### config.mk
export PLATFORM = sky130hd
export DESIGN_NAME = interval_counter_channel
export DESIGN_NICKNAME = d
export VERILOG_FILES = /design/src/rtl/interval_counter_channel.sv
export SDC_FILE = /design/constraint.sdc
export NUM_CORES = 1
export LEC_CHECK = 0
export BUFFER_PORTS_ARGS = -buffer_cell sky130_fd_sc_hd__buf_2
export CAP_MARGIN = 5
export CORE_MARGIN = 4
export CORE_UTILIZATION = 55
export CTS_BUF_LIST = sky130_fd_sc_hd__clkbuf_8
export DETAILED_ROUTE_END_ITERATION = 16
export PLACE_DENSITY = 0.87
export SKIP_LAST_GASP = 1
export SLEW_MARGIN = 20
export SYNTH_ARGS = -nofsm -noshare
export SYNTH_HDL_FRONTEND = slang
export SYNTH_SLANG_ARGS = --single-unit
### constraint.sdc
create_clock -name clk -period 5.42 [get_ports clk]
set_input_delay 0.271 -clock clk [delete_from_list [all_inputs] [get_ports clk]]
set_output_delay 0.271 -clock clk [all_outputs]
set_load 0.02 [all_outputs]
### src/rtl/interval_counter_channel.sv
`timescale 1ns/1ps
module interval_counter_channel #(
  parameter int W = 16
) (
  input  logic         clk,
  input  logic         rst_n,
  input  logic         cnt_en,
  input  logic         gate,
  input  logic         cfg_we,
  input  logic [2:0]   cfg_mode,
  input  logic         cfg_bcd,
  input  logic         load_we,
  input  logic [W-1:0] load_val,
  output logic [W-1:0] count_o,
  output logic         out_o,
  output logic [2:0]   mode_o,
  output logic         bcd_o
);

  localparam logic [W-1:0] ONE = W'(1);
  localparam logic [W-1:0] TWO = W'(2);

  logic [2:0]   mode_q;
  logic         bcd_q, prog_q, armed_q, run_q, fired_q, out_q, gate_q;
  logic [W-1:0] init_q, cnt_q;

  wire [2:0] mode_in   = (cfg_mode[2] & cfg_mode[1]) ? {1'b0, cfg_mode[1:0]} : cfg_mode;
  wire       trig_mode = (mode_q == 3'd1) || (mode_q == 3'd5);
  wire       periodic  = (mode_q == 3'd2) || (mode_q == 3'd3);
  wire       immediate = (mode_q == 3'd0) || (mode_q == 3'd4);
  wire       pulse_md  = (mode_q == 3'd2) || (mode_q == 3'd4) || (mode_q == 3'd5);
  wire       trig      = prog_q & armed_q & gate & ~gate_q & (trig_mode | periodic);
  wire       adv       = cnt_en & run_q & (gate | trig_mode);
  wire [W-1:0] half_lo = {init_q[W-1:1], 1'b0};

  function automatic logic [W-1:0] first_cnt(input logic [2:0] m, input logic [W-1:0] n);
    return (m == 3'd3) ? n + {{(W-1){1'b0}}, n[0]} : n;
  endfunction

  always_ff @(posedge clk) begin
    if (!rst_n) begin
      mode_q <= '0; bcd_q <= 1'b0; prog_q <= 1'b0; armed_q <= 1'b0;
      run_q <= 1'b0; fired_q <= 1'b0; out_q <= 1'b0; gate_q <= 1'b0;
      init_q <= '0; cnt_q <= '0;
    end else begin
      gate_q <= gate;
      if (cfg_we) begin
        mode_q  <= mode_in;
        bcd_q   <= cfg_bcd;
        prog_q  <= 1'b1;
        armed_q <= 1'b0;
        run_q   <= 1'b0;
        fired_q <= 1'b0;
        out_q   <= 1'b0;
      end else if (load_we && prog_q) begin
        init_q <= load_val;
        if (!armed_q || immediate) begin
          armed_q <= 1'b1;
          fired_q <= 1'b0;
          if (!trig_mode) begin
            cnt_q <= first_cnt(mode_q, load_val);
            run_q <= 1'b1;
            out_q <= (mode_q == 3'd3);
          end
        end
      end else if (trig) begin
        cnt_q   <= first_cnt(mode_q, init_q);
        run_q   <= 1'b1;
        fired_q <= 1'b0;
        out_q   <= (mode_q == 3'd1) || (mode_q == 3'd3);
      end else if (cnt_en) begin
        if (pulse_md) out_q <= 1'b0;
        if (adv) begin
          case (mode_q)
            3'd0: begin
              cnt_q <= cnt_q - ONE;
              if (cnt_q == ONE) out_q <= 1'b1;
            end
            3'd1: begin
              cnt_q <= cnt_q - ONE;
              if (cnt_q == ONE && !fired_q) begin out_q <= 1'b0; fired_q <= 1'b1; end
            end
            3'd2: begin
              if (cnt_q == ONE) begin cnt_q <= init_q; out_q <= 1'b1; end
              else cnt_q <= cnt_q - ONE;
            end
            3'd3: begin
              if (cnt_q == TWO) begin
                if (out_q && init_q != ONE) begin out_q <= 1'b0; cnt_q <= half_lo; end
                else begin out_q <= 1'b1; cnt_q <= first_cnt(3'd3, init_q); end
              end else cnt_q <= cnt_q - TWO;
            end
            default: begin
              cnt_q <= cnt_q - ONE;
              if (cnt_q == ONE && !fired_q) begin out_q <= 1'b1; fired_q <= 1'b1; end
            end
          endcase
        end
      end
    end
  end

  assign count_o = cnt_q;
  assign out_o   = out_q;
  assign mode_o  = mode_q;
  assign bcd_o   = bcd_q;

  assert_idle_low_R1: assert property (@(posedge clk) disable iff (!rst_n)
    !prog_q |-> !out_o);
  assert_wrap_R3: assert property (@(posedge clk) disable iff (!rst_n)
    (adv && mode_q == 3'd0 && cnt_q == '0 && !cfg_we && !load_we) |=> count_o == {W{1'b1}});
  assert_level_hold_R4: assert property (@(posedge clk) disable iff (!rst_n)
    (mode_q == 3'd0 && out_q && !cfg_we && !load_we) |=> out_o);
  assert_reload_R6: assert property (@(posedge clk) disable iff (!rst_n)
    (adv && mode_q == 3'd2 && cnt_q == ONE && !cfg_we && !load_we && !trig) |=> (out_o && count_o == $past(init_q)));
  assert_step_two_R7: assert property (@(posedge clk) disable iff (!rst_n)
    (adv && mode_q == 3'd3 && cnt_q != TWO && !cfg_we && !load_we && !trig) |=> count_o == $past(cnt_q) - TWO);
  assert_one_tick_R8: assert property (@(posedge clk) disable iff (!rst_n)
    ((mode_q == 3'd4 || mode_q == 3'd5) && out_q && cnt_en && !cfg_we && !load_we) |=> !out_o);
  assert_folded_R11: assert property (@(posedge clk) disable iff (!rst_n)
    cfg_we |=> (mode_o <= 3'd5));

endmodule

==> results.ini <==
[run_status]
outcome = finished, final reports clean

[worst_setup_path]
worst-path-max-fanout = 11
cp_data_required_time_ns = 5.59
cpPeakStageDelay_ns = 0.55
cp-start-kind = flip-flop
crit_path_end_kind = flip-flop
crit_start = count_o[8]
worst_path_max_delay_cell = and4_1
path_class = reg2reg
worstReg2RegStart = count_o[8]
crit_arrival_ns = 3.05
crit_chain = nor4_4 -> and4_1 -> and2_1 -> o31ai_1 -> a221oi_1 -> a31oi_1

[placement]
port_buffers = 46
place_area_um2 = 4270
hpwlAfterDp_um = 10000
routabilityCongestion = 1.01

[clock_tree]
clk_pin_slew_ns = 0.09
hold_buffers = 0
post-cts-setup-buffers = 0
cts_tree = built
h-tree-depth = 2
cts_root_buf = clkbuf_8
clock_path_buffers = 2
cts_resized = 0
insertion_delay_ns = 0.30
cts_sinks = 42
cts-buffers-inserted = 5

[timing]
period_needed_ns = 2.88
hold_slack_ns = 0.225
finalSetupViolCount = 0
final_max_slew_viol_count = 0
hold_viol_final = 0
max_slew_margin_pct = 32.4
worst_pin_slew_ns = 1.01
rsz0062_at_grt = false
clock_skew_ns = 0.00734
setup-tns-final_ns = 0
fin_crit_sh_pct = 53.1
fmax_mhz = 347

[drt]
initialDrtViolationCount = 675
postRouteAntennaNets = 0
wl_um = 13700
remaining_drc_errors = 0
dr.pass1.iters = 5
avgViaCountPerCell = 6.85
dr_total_vias = 4577
route.detailed.wl_per_inst_um = 20.5

[synthesis]
synth.cell_area_um2 = 4140
synthFlopType = dfxtp_1
synth_top_area_share_pct = 20.3
synth.distinct_cells = 73
synth_nets = 593
ys.warnings.count = 0
ys_seq_area_share_pct = 20.3
netlist_instances = 559
synth-edff-count = 0
ys_async_sr_fraction_pct = 0
avgSynthCellArea_um2 = 7.40
yosysMostFrequentCell = nand2_1
synth_common_cells = nand2_1, dfxtp_1, nor2_1
synth-seq-cells = 42
synth_area_leaders = dfxtp_1, nand2_1, xor2_1
yosys.area.top_type = dfxtp_1

[die]
core_area_um2 = 7290
boundaryPins = 47
initial_core_util_pct = 56.7
rows = 31
die_x_um = 94.7
die_area_um2 = 8970
die_h_um = 94.7

[power_and_ir_drop]
switchingPower_mw = 0.323
power_leakage_nw = 1.65
peakVddDrop_v = 0.000102
swShare_pct = 38.4
internal-power_mw = 0.519
comb_power_share_pct = 34.4
seq_power_share_pct = 42.0
pwr-share-clk_pct = 23.6
power_density_nw_per_um2 = 194

[run]
drv_cap = 0

[global_routing]
overflow = 0
grt_max_degree = 41
first_global_vias = 3998
grt_usage_pct = 30.7
grt_pass1_wl_um = 21700
antenna_found_initial = 0

[final_layout]
post-route-cell-area_um2 = 4350
layout.nets = 603
drive_above_1_share_pct = 12.7
diodes = 0
fill_cells = 704
areaGrowthSynthToFinish_pct = 5.17

[min_path]
hold_start = gate
hp-class = in2reg

==> through the flow <==
| stage | instances | utilization [%] | power, mW | setup slack (ns) |
|---|---|---|---|---|
| 2_1_floorplan | 559 | - | 0.565 | 3.04 |
| 3_3_place_gp | 661 | 58.6 | 0.632 | 2.84 |
| 3_5_place_dp | 661 | 58.6 | 0.636 | 2.76 |
| 4_1_cts | 668 | 59.7 | 0.830 | 2.74 |
| 5_1_grt | 668 | 59.7 | 0.882 | 2.47 |
| 6_report | 668 | 59.7 | 0.843 | 2.54 |
==> kinds of logic (layout without fill, tap and decap cells) <==
kind of cell | count (synthesis) | in the layout | share of synthesized area, %
AOI/OAI and AO/OA | 160 | 160 | 26.7
buffers and inverters | 61 | 71 | 7.23
and+or+nand+nor | 228 | 228 | 30.3
DFF | 42 | 42 | 20.3
adders and majority gates | 8 | 8 | 2.42
xor gates and xnor gates | 52 | 52 | 11.0
muxes | 8 | 8 | 1.97
==> cell usage in the layout, fill, tap and decap left out, types with 5 or more instances in the layout <==
| cell | instances |
|---|---|
| a211oi_1 | 8 |
| a21boi_0 | 18 |
| a21oi_1 | 24 |
| a221oi_1 | 6 |
| a31oi_1 | 11 |
| and2_1 | 6 |
| and3_1 | 6 |
| and4_1 | 7 |
| buf_2 | 46 |
| clkbuf_8 | 5 |
| dfxtp_1 | 42 |
| ha_1 | 8 |
| inv_1 | 16 |
| mux2i_1 | 7 |
| nand2_1 | 63 |
| nand3_1 | 25 |
| nand4_1 | 13 |
| nor2_1 | 40 |
| nor3_1 | 13 |
| nor4_1 | 9 |
| o21ai_0 | 37 |
| o221ai_1 | 5 |
| o22ai_1 | 5 |
| o31ai_1 | 9 |
| or3_1 | 11 |
| xnor2_1 | 25 |
| xor2_1 | 27 |
==> registers in the layout (all words and copies together) (netlist names) <==
signal   count
run_q        1
prog_q       1
gate_q       1
init_q      16
out_o        1
count_o     16
armed_q      1
mode_o       3
fired_q      1
bcd_o        1
==> layout make-up <==
type | instances | area [um2] | share of cell area [%]
multi-input combinational | 456 | 3000 | 68.9
sequential | 42 | 841 | 19.3
timing repair buffer | 50 | 260 | 5.98
tap | 99 | 124 | 2.85
clock buffer | 5 | 68.8 | 1.58
inverter | 14 | 52.6 | 1.21
clock inverter | 2 | 7.51 | 0.173
==> worst max-delay path, delay by kind of cell, from the launching register on <==
| family | cells | cell delay, ns |
|---|---|---|
| and+or+nand+nor | 3 | 1.44 |
| AOI/OAI and AO/OA | 3 | 0.87 |
| DFF | 1 | 0.43 |
==> power groups by stage <==
stage | Clock (mW) | Combinational (mW) | Sequential, mW
final | 0.199 | 0.290 | 0.354
after global routing | 0.213 | 0.313 | 0.356
after CTS | 0.198 | 0.280 | 0.352
after detailed placement | 0 | 0.277 | 0.359
after global placement | 0 | 0.274 | 0.357
after floorplan | 0 | 0.217 | 0.348
==> path summary, 6_finish.rpt <==
path	endpoint	slack [ns]	depth (start not counted)
max	count_o[13]	2.54	6
min	gate_q	0.23	2
max reg2reg	count_o[13]	2.54	6
min reg2reg	run_q	0.48	2
==> routing by layer <==
| layer | up-vias | GRT usage [%] | part of all wire (%) |
|---|---|---|---|
| li1 | 2082 | - | - |
| met1 | 2096 | 43.9 | 41 |
| met2 | 345 | 44.6 | 43 |
| met3 | 54 | 7.97 | 13 |
| met4 | 0 | 9.62 | 3.2 |
| met5 | - | 0 | 0 |
Power figures use the tool's default switching activity.
